$ cat config.mk
export PLATFORM = sky130hd
export DESIGN_NAME = chanprog_regs
export DESIGN_NICKNAME = d
export VERILOG_FILES = /design/src/rtl/chanprog_pkg.sv /design/src/rtl/chanprog_ptr.sv /design/src/rtl/chanprog_chan.sv /design/src/rtl/chanprog_ctl.sv /design/src/rtl/chanprog_regs.sv
export SDC_FILE = /design/constraint.sdc
export NUM_CORES = 1
export LEC_CHECK = 0
export BUFFER_PORTS_ARGS = -buffer_cell sky130_fd_sc_hd__buf_2
export CORE_MARGIN = 8
export CORE_UTILIZATION = 63
export DETAILED_ROUTE_END_ITERATION = 10
export GPL_TIMING_DRIVEN = 0
export PLACE_DENSITY = 0.87
export SETUP_SLACK_MARGIN = 0.02
export SLEW_MARGIN = 40
export SYNTH_ARGS = -nofsm -noshare
export SYNTH_HDL_FRONTEND = slang
export SYNTH_HIERARCHICAL = 1
export SYNTH_SLANG_ARGS = --single-unit
$ cat constraint.sdc
create_clock -name clk -period 5.2 [get_ports clk]
set_clock_uncertainty 0.15 [all_clocks]
set_input_delay 1.04 -clock clk [delete_from_list [all_inputs] [get_ports clk]]
set_output_delay 1.04 -clock clk [all_outputs]
set_load 0.01 [all_outputs]
$ cat src/rtl/chanprog_pkg.sv
package chanprog_pkg;
   localparam int BYTE_W = 8;
   localparam int PORT_W = 4;
   localparam int SEL_W  = 2;
   localparam int MODE_W = BYTE_W - SEL_W;

   localparam logic [PORT_W-1:0] PORT_CMD    = 4'h8;
   localparam logic [PORT_W-1:0] PORT_REQ    = 4'h9;
   localparam logic [PORT_W-1:0] PORT_MSK1   = 4'hA;
   localparam logic [PORT_W-1:0] PORT_MODE   = 4'hB;
   localparam logic [PORT_W-1:0] PORT_CLRPTR = 4'hC;
   localparam logic [PORT_W-1:0] PORT_MCLR   = 4'hD;
   localparam logic [PORT_W-1:0] PORT_CLRALL = 4'hE;
   localparam logic [PORT_W-1:0] PORT_MSKALL = 4'hF;

   typedef struct packed {
      logic              wr;
      logic              rd;
      logic [PORT_W-1:0] port;
      logic [BYTE_W-1:0] data;
   } host_acc_t;
endpackage

$ cat src/rtl/chanprog_ptr.sv
module chanprog_ptr (
   input  logic clk,
   input  logic rst_n,
   input  logic step,
   input  logic clear,
   output logic hi
);
   always_ff @(posedge clk or negedge rst_n) begin
      if (!rst_n)     hi <= 1'b0;
      else if (clear) hi <= 1'b0;
      else if (step)  hi <= ~hi;
   end
endmodule

$ cat src/rtl/chanprog_chan.sv
module chanprog_chan import chanprog_pkg::*; #(
   parameter int DW = 16
) (
   input  logic              clk,
   input  logic              rst_n,
   input  logic              wr_addr,
   input  logic              wr_cnt,
   input  logic              hi,
   input  logic [BYTE_W-1:0] wdata,
   input  logic              eng_ld,
   input  logic [DW-1:0]     eng_addr,
   input  logic [DW-1:0]     eng_cnt,
   output logic [DW-1:0]     base_addr,
   output logic [DW-1:0]     base_cnt,
   output logic [DW-1:0]     cur_addr,
   output logic [DW-1:0]     cur_cnt
);
   localparam int HB = DW - BYTE_W;

   logic [DW-1:0] nxt_addr, nxt_cnt;

   always_comb begin
      nxt_addr = hi ? {wdata, base_addr[HB-1:0]} : {base_addr[DW-1:BYTE_W], wdata};
      nxt_cnt  = hi ? {wdata, base_cnt[HB-1:0]}  : {base_cnt[DW-1:BYTE_W], wdata};
   end

   always_ff @(posedge clk or negedge rst_n) begin
      if (!rst_n) begin
         base_addr <= '0;
         base_cnt  <= '0;
         cur_addr  <= '0;
         cur_cnt   <= '0;
      end else begin
         if (wr_addr) begin
            base_addr <= nxt_addr;
            cur_addr  <= nxt_addr;
         end else if (eng_ld) begin
            cur_addr  <= eng_addr;
         end
         if (wr_cnt) begin
            base_cnt <= nxt_cnt;
            cur_cnt  <= nxt_cnt;
         end else if (eng_ld) begin
            cur_cnt  <= eng_cnt;
         end
      end
   end
endmodule

$ cat src/rtl/chanprog_ctl.sv
module chanprog_ctl import chanprog_pkg::*; #(
   parameter int NCH = 4
) (
   input  logic                  clk,
   input  logic                  rst_n,
   input  host_acc_t             acc,
   input  logic [NCH-1:0]        eng_tc,
   output logic [NCH-1:0]        mask,
   output logic [NCH*MODE_W-1:0] mode,
   output logic [BYTE_W-1:0]     cmd,
   output logic [NCH-1:0]        req,
   output logic [NCH-1:0]        tc
);
   logic w_cmd, w_req, w_msk1, w_mode, w_mclr, w_clrall, w_mskall, r_stat;

   assign w_cmd    = acc.wr && acc.port == PORT_CMD;
   assign w_req    = acc.wr && acc.port == PORT_REQ;
   assign w_msk1   = acc.wr && acc.port == PORT_MSK1;
   assign w_mode   = acc.wr && acc.port == PORT_MODE;
   assign w_mclr   = acc.wr && acc.port == PORT_MCLR;
   assign w_clrall = acc.wr && acc.port == PORT_CLRALL;
   assign w_mskall = acc.wr && acc.port == PORT_MSKALL;
   assign r_stat   = acc.rd && acc.port == PORT_CMD;

   always_ff @(posedge clk or negedge rst_n) begin
      if (!rst_n)      cmd <= '0;
      else if (w_mclr) cmd <= '0;
      else if (w_cmd)  cmd <= acc.data;
   end

   for (genvar c = 0; c < NCH; c++) begin : g_ch
      logic hit;
      assign hit = acc.data[SEL_W-1:0] == SEL_W'(c);

      always_ff @(posedge clk or negedge rst_n) begin
         if (!rst_n) begin
            mask[c]                  <= 1'b1;
            mode[c*MODE_W +: MODE_W] <= '0;
            req[c]                   <= 1'b0;
            tc[c]                    <= 1'b0;
         end else begin
            if (w_mclr)             mask[c] <= 1'b1;
            else if (w_clrall)      mask[c] <= 1'b0;
            else if (w_mskall)      mask[c] <= acc.data[c];
            else if (w_msk1 && hit) mask[c] <= acc.data[SEL_W];

            if (w_mode && hit) mode[c*MODE_W +: MODE_W] <= acc.data[BYTE_W-1:SEL_W];

            if (w_mclr)            req[c] <= 1'b0;
            else if (w_req && hit) req[c] <= acc.data[SEL_W];

            tc[c] <= ((r_stat || w_mclr) ? 1'b0 : tc[c]) | eng_tc[c];
         end
      end
   end
endmodule

$ cat src/rtl/chanprog_regs.sv
module chanprog_regs import chanprog_pkg::*; #(
   parameter int NCH = 4,
   parameter int DW  = 16
) (
   input  logic                  clk,
   input  logic                  rst_n,
   input  logic                  bus_wr,
   input  logic                  bus_rd,
   input  logic [3:0]            bus_addr,
   input  logic [7:0]            bus_wdata,
   output logic [7:0]            bus_rdata,
   output logic [NCH*DW-1:0]     base_addr_o,
   output logic [NCH*DW-1:0]     base_cnt_o,
   output logic [NCH*MODE_W-1:0] mode_o,
   output logic [NCH-1:0]        mask_o,
   output logic [7:0]            cmd_o,
   input  logic [NCH-1:0]        eng_ld,
   input  logic [DW-1:0]         eng_addr,
   input  logic [DW-1:0]         eng_cnt,
   input  logic [NCH-1:0]        eng_tc
);
   localparam int NBYTE   = DW / BYTE_W;
   localparam int STAT_NB = 4;

   if (NCH < 1 || NCH > (1 << SEL_W)) begin : g_bad_nch
      $error("chanprog_regs: NCH must lie in 1..4");
   end
   if (NBYTE != 2 || DW % BYTE_W != 0) begin : g_bad_dw
      $error("chanprog_regs: DW must be two bytes");
   end

   host_acc_t acc;
   assign acc = '{wr: bus_wr, rd: bus_rd, port: bus_addr, data: bus_wdata};

   logic           dp_acc, ptr_hi;
   logic [NCH-1:0] req_q, tc_q;
   logic [DW-1:0]  cur_a [NCH];
   logic [DW-1:0]  cur_c [NCH];

   assign dp_acc = !bus_addr[3];

   chanprog_ptr u_ptr (
      .clk   (clk),
      .rst_n (rst_n),
      .step  ((bus_wr || bus_rd) && dp_acc),
      .clear (bus_wr && (bus_addr == PORT_CLRPTR || bus_addr == PORT_MCLR)),
      .hi    (ptr_hi)
   );

   for (genvar c = 0; c < NCH; c++) begin : g_chan
      logic sel;
      assign sel = bus_wr && dp_acc && bus_addr[2:1] == SEL_W'(c);

      chanprog_chan #(.DW(DW)) u_chan (
         .clk       (clk),
         .rst_n     (rst_n),
         .wr_addr   (sel && !bus_addr[0]),
         .wr_cnt    (sel && bus_addr[0]),
         .hi        (ptr_hi),
         .wdata     (bus_wdata),
         .eng_ld    (eng_ld[c]),
         .eng_addr  (eng_addr),
         .eng_cnt   (eng_cnt),
         .base_addr (base_addr_o[c*DW +: DW]),
         .base_cnt  (base_cnt_o[c*DW +: DW]),
         .cur_addr  (cur_a[c]),
         .cur_cnt   (cur_c[c])
      );
   end

   chanprog_ctl #(.NCH(NCH)) u_ctl (
      .clk    (clk),
      .rst_n  (rst_n),
      .acc    (acc),
      .eng_tc (eng_tc),
      .mask   (mask_o),
      .mode   (mode_o),
      .cmd    (cmd_o),
      .req    (req_q),
      .tc     (tc_q)
   );

   always_comb begin
      logic [DW-1:0] word;
      word      = '0;
      bus_rdata = '0;
      for (int c = 0; c < NCH; c++) begin
         if (bus_addr[2:1] == SEL_W'(c)) word = bus_addr[0] ? cur_c[c] : cur_a[c];
      end
      if (dp_acc)                      bus_rdata = ptr_hi ? word[DW-1:BYTE_W] : word[BYTE_W-1:0];
      else if (bus_addr == PORT_CMD)   bus_rdata = {STAT_NB'(req_q), STAT_NB'(tc_q)};
   end
endmodule

==> results.tsv, run 1 <==
stage	metric	value	unit
worst_setup_path	cp.arrival	3.18	ns
sta	tightest_slew	0.8702	ns
synthesis	ys_seq_area_frac	0.4736	
cts	cts_root_buf	clkbuf_16	
synthesis	syn_avg_cell_area	14.21	um2
synthesis	synth_edf_count	0	
synthesis	synth_top_family_by_area	multiplexers	
placed_design	dp_hpwl	34280	um
worst_setup_path	r2r-start	u_ptr/hi	
grt	grt_max_degree	60	
drt	firstDrtPassIters	5	
synthesis	synth_area	0.01592	mm2
cts	clock_path_buffers	3	
finish	num-nets-final	1442	
placed_design	port_buffers	223	
grt	grt_use_total	0.3092	
drt	dr_total_vias	11120	
floorplanning	die_w	174.9	um
synthesis	async_reset_ff_frac	1.000	
synthesis	ys_warn_count	6	
cts	cts_resized	0	
finish	layout_common_cells	395 x mux2i_1, 297 x dfrtp_1, 229 x buf_2	
sta	hold_ws	0.2709	ns
drt	routed_wire_length_per_instance	27.50	um
cts	cts_made_buffers	34	
synthesis	synth_adder_area_share	0	
synthesis	synth_seq_cells	301	
synthesis	synth_mux_area_frac	0.4140	
cts	clk_pin_slew	0.06	ns
sta	min_period	4.374	ns
finish	syn2layout_area_growth	18.16	%
floorplanning	dieArea	0.03060	mm2
finish	multiInputGateArea	0.007727	mm2
worst_setup_path	critPathCaptureType	output port	
drt	drc	0	
run_status	outcome	finished, final reports clean	
grt	first_global_vias	11740	
sta	slew_viol_final	0	
sta	finalCritPeriodShare	0.8411	
synthesis	synth-main-ff-cell	dfrtp_1	
synthesis	synth-xor-area-share	0.001101	
sta	finalHoldViolCount	0	
job	drv_cap	0	
finish	layout.cells.non_filler	1741	
placed_design	place_congestion	0.9701	
synthesis	syn_inst	1120	
finish	register_area	0.007537	mm2
grt	overflow	0	
worst_setup_path	crit_fanout	10	
worst_setup_path	crit_required	4.01	ns
floorplanning	start_util	0.6375	
sta	relSlewSlack	0.4199	
drt	route.antenna.remaining_nets	0	
cts	clock_sinks	301	
synthesis	synth_cell_types	54	
drt	drt-initial-drc-count	1030	
worst_setup_path	r2r_end	g_chan[1].u_chan/cur_cnt[1]	
sta	report.final.setup_viol	0	
finish	antenna_cells	0	
finish	drive_above_1_share	0.4011	
worst_setup_path	crit_type	input pin to output port	
grt	grt_antenna_before_repair	4	
synthesis	synth_compound_area_frac	0.03215	
grt	grt_first_pass_wirelength	73210	um
worst_setup_path	crit_path_start_kind	input pin	
drt	avgViaCountPerCell	6.389	
sta	rsz0062_at_grt	no	
sta	fmax	0.2286	GHz
cts	hold_buffers	0	
pwr	p_per_area	480.7	mW/mm2
cts	cts_tree	done	
placed_design	placedCellCount	1679	
hold_path	min_path_type	input pin to asynchronous set/reset pin	
pwr	leakage	9.249	nW
finish	final_common_cell	mux2i_1	
floorplanning	pin_count	228	
worst_setup_path	ff2ff_path_depth	4	
finish	n_fill_cell	1674	
cts	cts_max_level	2	
synthesis	synth.net_count	1176	
floorplanning	core_area	0.02496	mm2
cts	post_cts_buffers	0	
cts	clk_latency	0.51	ns
floorplanning	die_h	174.9	um
floorplanning	rows	58	
drt	wl	47880	um
worst_setup_path	rrSetupSlack	3.36	ns
pwr	irDropWorstVdd	0.3152	mV
synthesis	yosys.area_share.simple	0.03829	
stage by stage:
stage | worst slack [ns] | power (mW) | TNS (ns) | area, um2 | util
2_1_floorplan | 1.745 | 5.320 | 0 | 15920 | -
3_3_place_gp | -2.624 | 6.453 | -774.55 | 17440 | 0.6988
3_5_place_dp | 0.8864 | 6.559 | 0 | 17620 | 0.7057
4_1_cts | 0.8871 | 9.050 | 0 | 18770 | 0.7519
5_1_grt | 0.8120 | 9.391 | 0 | 18810 | 0.7533
6_report | 0.8262 | 9.040 | 0 | 18810 | 0.7533
synthesized netlist by cell type, types with 5 or more instances:
master	n	area share
a221oi_1	13	0.0072
mux2i_1	395	0.25
a22o_1	8	0.0044
nand2_1	10	0.0024
nand3_1	5	0.0016
mux2_4	67	0.063
nand2b_4	8	0.0069
buf_2	12	0.0038
clkbuf_1	5	0.0012
dfrtp_1	297	0.47
buf_4	46	0.022
mux4_2	9	0.013
a21oi_1	7	0.0022
nor2b_1	6	0.0024
o21ai_1	6	0.0019
nand2b_1	7	0.0028
nand4_1	5	0.0020
mux2_2	101	0.071
mux4_1	11	0.018
buf_6	17	0.012
nor2_1	12	0.0028
nand2_2	9	0.0035
a32o_1	5	0.0031
nor3_1	5	0.0016
how the worst max path moves through the flow:
stage / start / to / depth (start not counted)
floorplan: bus_addr[0] / bus_rdata[2] / 6
global placement: rst_n / g_chan[1].u_chan/base_cnt[11] / 1
detailed placement: bus_addr[0] / bus_rdata[2] / 8
CTS: bus_addr[0] / bus_rdata[2] / 8
global route: bus_addr[0] / bus_rdata[5] / 8
finish: bus_addr[0] / bus_rdata[2] / 8
state kept, by name (all words and copies together) (netlist names):
name	cells
u_ctl/cmd	8
u_ctl/mode	24
g_chan.u_chan/cur_addr	64
g_chan.u_chan/cur_cnt	64
u_ctl/tc	4
u_ctl/mask	4
u_ptr/hi	1
u_ctl/req	4
g_chan.u_chan/base_cnt	64
g_chan.u_chan/base_addr	64
layout make-up:
cell class              instances  share of cell area
inverters                       4           0.0007984
well taps                     330             0.02196
plain buffers                  81             0.03380
clock inverters                 9            0.006587
repair buffers                230             0.07039
multi-input cells             734              0.4109
flip-flops and latches        301              0.4008
clock buffers                  52             0.05476
critical path, cell delays in order:
cell	delay (ns)
buf_2	0.19
buf_6	0.20
buf_6	0.20
mux2_2	0.35
a221oi_1	0.54
o21ai_1	0.16
a32o_1	0.34
buf_2	0.15
kinds of logic (layout without fill, tap and decap cells):
| logic type | after synthesis | after routing |
|---|---|---|
| multiplexers | 583 | 583 |
| flip-flops | 301 | 301 |
| buffers and inverters | 85 | 376 |
| AND/OR/NAND/NOR | 84 | 84 |
| AO/OA/AOI/OAI | 65 | 65 |
| XOR/XNOR | 2 | 2 |
power by group:
group / total (mW) / leakage, nW / internal (mW) / switching [mW]
clock: 2.48 / 0.572 / 1.51 / 0.960
sequential: 3.50 / 3.71 / 2.95 / 0.546
combinational: 3.07 / 4.97 / 1.55 / 1.51
per-layer routing:
layer | up-vias | part of all wire | track usage
met4 | 8 | 0.033 | 0.1074
met1 | 5779 | 0.42 | 0.4118
met2 | 506 | 0.48 | 0.4985
met3 | 111 | 0.070 | 0.06216
met5 | - | 0.00090 | 0
li1 | 4720 | - | -
(Power assumes the default switching activity.)
==> inputs of run 2 (changes only) <==
- CORE_UTILIZATION: 63 -> 58
- PLACE_DENSITY: 0.87 -> 0.81
- clock period: 5.2 -> 4.5 ns (I/O delays scaled with it)
==> run 2 against run 1 <==
  * Worst setup slack worse by 0.38 ns
  * Non-clock buffer count is 3 lower
  * Power is 14% higher
  * Hold slack worse by 0.21 ns
  * Via count is 3.1% lower
  * Sequential power is 15% higher
  * Critical path depth stayed put
  * Final cell count is 0.29% higher
  * Design area is 0.71% lower
  * Die area is 7.8% higher
  * Largest cell class unchanged
  * Highest routed layer unchanged
==> results.tsv, run 2 (synthesized netlist as in run 1, its figures left out) <==
stage	metric	value	unit
pwr	leakage	9.177	nW
finish	layout.cells.non_filler	1746	
drt	dr_total_vias	10780	
cts	post_cts_buffers	0	
placed_design	placed_area	0.01759	mm2
placed_design	placedCellCount	1688	
floorplanning	die_w	181.7	um
drt	drt-initial-drc-count	845	
grt	overflow	0	
hold_path	min_path_type	input pin to asynchronous set/reset pin	
drt	route.antenna.remaining_nets	0	
worst_setup_path	crit_required	3.45	ns
grt	grt_first_pass_wirelength	71420	um
sta	min_period	4.059	ns
sta	tightest_slew	0.8742	ns
cts	cts_made_buffers	31	
worst_setup_path	ff2ff_path_depth	4	
pwr	irDropWorstVdd	0.4315	mV
cts	clk_latency	0.56	ns
grt	grt_antenna_before_repair	3	
cts	clk_pin_slew	0.06	ns
sta	hold_ws	0.06397	ns
pwr	p_per_area	550.3	mW/mm2
sta	rsz0062_at_grt	no	
worst_setup_path	cp.arrival	3.01	ns
sta	finalHoldViolCount	0	
sta	relSlewSlack	0.4172	
cts	cts_max_level	1	
run_status	outcome	finished, final reports clean	
drt	avgViaCountPerCell	6.176	
floorplanning	rows	60	
drt	wl	47770	um
cts	cts_root_buf	clkbuf_16	
floorplanning	die_h	181.7	um
placed_design	dp_hpwl	34740	um
cts	clock_sinks	301	
grt	first_global_vias	11530	
floorplanning	core_area	0.02695	mm2
sta	report.final.setup_viol	0	
job	drv_cap	0	
finish	drive_above_1_share	0.3989	
finish	layout_common_cells	395 x mux2i_1, 297 x dfrtp_1, 228 x buf_2	
floorplanning	pin_count	228	
pwr	p_total	10.28	mW
cts	cts_tree	done	
floorplanning	dieArea	0.03300	mm2
finish	num-nets-final	1436	
cts	clock_path_buffers	3	
worst_setup_path	critPathCaptureType	output port	
worst_setup_path	crit_fanout	10	
finish	postLayoutCellArea	0.01867	mm2
placed_design	port_buffers	223	
sta	slew_viol_final	0	
finish	final_common_cell	mux2i_1	
sta	finalCritPeriodShare	0.9019	
floorplanning	start_util	0.5905	
grt	grt_max_degree	78	
drt	routed_wire_length_per_instance	27.36	um
cts	cts_resized	0	
sta	fmax	0.2464	GHz
grt	grt_use_total	0.2824	
worst_setup_path	crit_path_start_kind	input pin	
placed_design	place_congestion	0.9342	
finish	syn2layout_area_growth	17.33	%
worst_setup_path	crit_type	input pin to output port	
cts	hold_buffers	0	
drt	firstDrtPassIters	5	
drt	drc	0	
run 2: stage by stage:
step	setup slack (ns)	util	setup TNS [ns]
global placement	-3.136	0.6478	-926.74
detailed placement	0.5064	0.6527	0
floorplan	1.325	-	0
finish	0.4413	0.6929	0
CTS	0.5080	0.6927	0
global route	0.3535	0.6929	0
run 2: report_power, final:
| group | internal, mW | leakage, nW | switching (mW) |
|---|---|---|---|
| registers | 3.41 | 3.71 | 0.620 |
| clock network | 1.63 | 0.534 | 1.08 |
| logic | 1.79 | 4.94 | 1.75 |
| total | 6.82 | 9.18 | 3.45 |
run 2: path summary, 6_finish.rpt:
check / start / to / slack, ns
worst max-delay path: bus_addr[0] / bus_rdata[5] / 0.44
worst min-delay path: rst_n / g_chan[2].u_chan/base_addr[12] / 0.06
worst max register to register: u_ptr/hi / g_chan[1].u_chan/cur_addr[1] / 2.63
worst min register to register: u_ctl/mode[11] / u_ctl/mode[11] / 0.35
max in group asynchronous: rst_n / u_ctl/mode[20] / 3.13
min in group clk: u_ctl/mode[11] / u_ctl/mode[11] / 0.35
run 2: critical path, cell delays in order:
cell and delay, ns:
buf_2 0.17, buf_6 0.20, buf_6 0.21, mux2_2 0.36
a221oi_1 0.50, o21ai_1 0.20, a32o_1 0.30, buf_2 0.16
run 2: final cells by class:
cell class | instances | area (um2)
antenna | 1 | 2.502
buffer | 81 | 635.6
clock buffer | 46 | 912.1
clock inverter | 11 | 165.2
fill | 1971 | 8278
inverter | 4 | 15.01
multi-input combinational | 734 | 7727
sequential | 301 | 7537
tap | 341 | 426.7
timing repair buffer | 227 | 1251
run 2: routing by layer:
metal	routed length, um	vias up	track usage
met3	3313	102	0.05529
li1	-	4714	-
met1	20460	5527	0.3817
met4	1876	4	0.1053
met2	22090	436	0.4465
met5	27	-	0
==> inputs of run 3 (changes only) <==
- PLACE_DENSITY: 0.81 -> not set
- PLACE_DENSITY_LB_ADDON: not set -> 0.1
==> run 3 against run 2 <==
  * Power rose by 0.60%
  * Fmax down 0.82%
  * Sequential share of layout area fell by 0.17 points
  * Die area is the same
  * First-iteration DRC count shrank 0.47%
  * Critical path depth unchanged
  * Critical path type unchanged
==> results.tsv, run 3 (synthesized netlist as in run 1, its figures left out) <==
stage	metric	value	unit
floorplanning	pin_count	228	
sta	rsz0062_at_grt	no	
cts	cts_made_buffers	34	
sta	fmax	0.2444	GHz
worst_setup_path	crit_path_start_kind	input pin	
sta	slew_viol_final	0	
finish	final_common_cell	mux2i_1	
job	drv_cap	0	
drt	firstDrtPassIters	5	
drt	avgViaCountPerCell	6.084	
drt	drt-initial-drc-count	841	
floorplanning	die_w	181.7	um
worst_setup_path	cp.arrival	3.04	ns
cts	cts_resized	0	
grt	grt_antenna_before_repair	8	
cts	cts_max_level	2	
drt	wl	48320	um
finish	syn2layout_area_growth	17.84	%
cts	clk_pin_slew	0.05	ns
sta	min_period	4.092	ns
sta	tightest_slew	0.6308	ns
drt	wl_met3	3115	um
finish	num-nets-final	1440	
pwr	leakage	9.202	nW
floorplanning	dieArea	0.03300	mm2
drt	wl_met2	21610	um
pwr	p_per_area	551.2	mW/mm2
sta	relSlewSlack	0.5776	
worst_setup_path	critPathCaptureType	output port	
sta	finalCritPeriodShare	0.9094	
sta	hold_ws	0.1179	ns
floorplanning	core_area	0.02695	mm2
cts	post_cts_buffers	0	
finish	layout.cells.non_filler	1752	
placed_design	place_congestion	0.9174	
hold_path	min_path_type	input pin to asynchronous set/reset pin	
grt	grt_first_pass_wirelength	72210	um
drt	drt-met1-wl	22470	um
finish	drive_above_1_share	0.3986	
cts	clock_path_buffers	3	
drt	drc	0	
worst_setup_path	ff2ff_path_depth	4	
worst_setup_path	r2r-start	u_ptr/hi	
finish	utilization	0.6959	
cts	clock_sinks	301	
grt	overflow	0	
grt	grt_use_total	0.2884	
sta	finalHoldViolCount	0	
worst_setup_path	crit_required	3.45	ns
cts	cts_tree	done	
floorplanning	die_h	181.7	um
finish	layout_common_cells	395 x mux2i_1, 297 x dfrtp_1, 226 x buf_2	
worst_setup_path	crit_type	input pin to output port	
cts	clk_latency	0.50	ns
worst_setup_path	crit_fanout	10	
grt	first_global_vias	11230	
drt	route.antenna.remaining_nets	0	
cts	hold_buffers	0	
placed_design	placedCellCount	1689	
pwr	irDropWorstVdd	0.4233	mV
drt	topRoutingLayerUsed	met5	
drt	routed_wire_length_per_instance	27.58	um
grt	grt_max_degree	63	
floorplanning	start_util	0.5905	
worst_setup_path	rrSetupSlack	2.61	ns
cts	cts_root_buf	clkbuf_16	
worst_setup_path	crit_path_start	bus_addr[0]	
placed_design	port_buffers	223	
run_status	outcome	finished, final reports clean	
placed_design	dp_hpwl	34770	um
drt	dr_total_vias	10660	
floorplanning	rows	60	
sta	report.final.setup_viol	0	
## run 3: changes by cell type in the layout (fill, tap and decap cells not counted), sizes merged
cell,previous run,this run
buf,303,304
clkinvlp,0,1
inv,6,4
clkinv,5,2
bufinv,4,1
clkbuf,51,58
diode,1,6
## run 3: final timing paths
kind | end
setup / recovery | bus_rdata[3]
hold / removal | g_chan[3].u_chan/base_addr[5]
setup reg to reg | g_chan[1].u_chan/cur_addr[11]
hold reg to reg | u_ctl/tc[3]
max in group asynchronous | u_ctl/mask[1]
min in group clk | u_ctl/tc[3]
## run 3: cell type report
type | count | area, um2
buffer | 81 | 635.6
multi-input combinational | 734 | 7727
clock buffer | 53 | 1066
fill | 1977 | 8197
clock inverter | 4 | 47.55
sequential | 301 | 7537
timing repair buffer | 228 | 1284
antenna | 6 | 15.01
inverter | 4 | 15.01
tap | 341 | 426.7
## run 3: worst max-delay path: stages
cell and delay, ns:
buf_2 0.19, buf_6 0.20, buf_6 0.21, mux2_2 0.35
a221oi_1 0.55, o21ai_1 0.16, a32o_1 0.33, buf_2 0.15
## run 3: per-stage QoR
step                      cell area (um2)  worst slack (ns)  TNS [ns]  total power, mW
after detailed placement            17620            0.4567         0            7.581
after floorplan                     15920             1.325         0            6.148
final                               18750            0.4078         0            10.34
after global routing                18750            0.2433         0            10.79
after CTS                           18730            0.4544         0            10.37
after global placement              17460            -3.265   -968.61            7.485
## run 3: power by group
group	internal (mW)	switching (mW)	leakage, nW
sequential	3.41	0.620	3.71
clock	1.68	1.09	0.545
combinational	1.79	1.74	4.95
## run 3: layer usage
| layer | track usage | vias up |
|---|---|---|
| met4 | 0.07904 | 4 |
| li1 | - | 4726 |
| met2 | 0.4339 | 392 |
| met3 | 0.05768 | 71 |
| met1 | 0.4191 | 5466 |
| met5 | 0 | - |
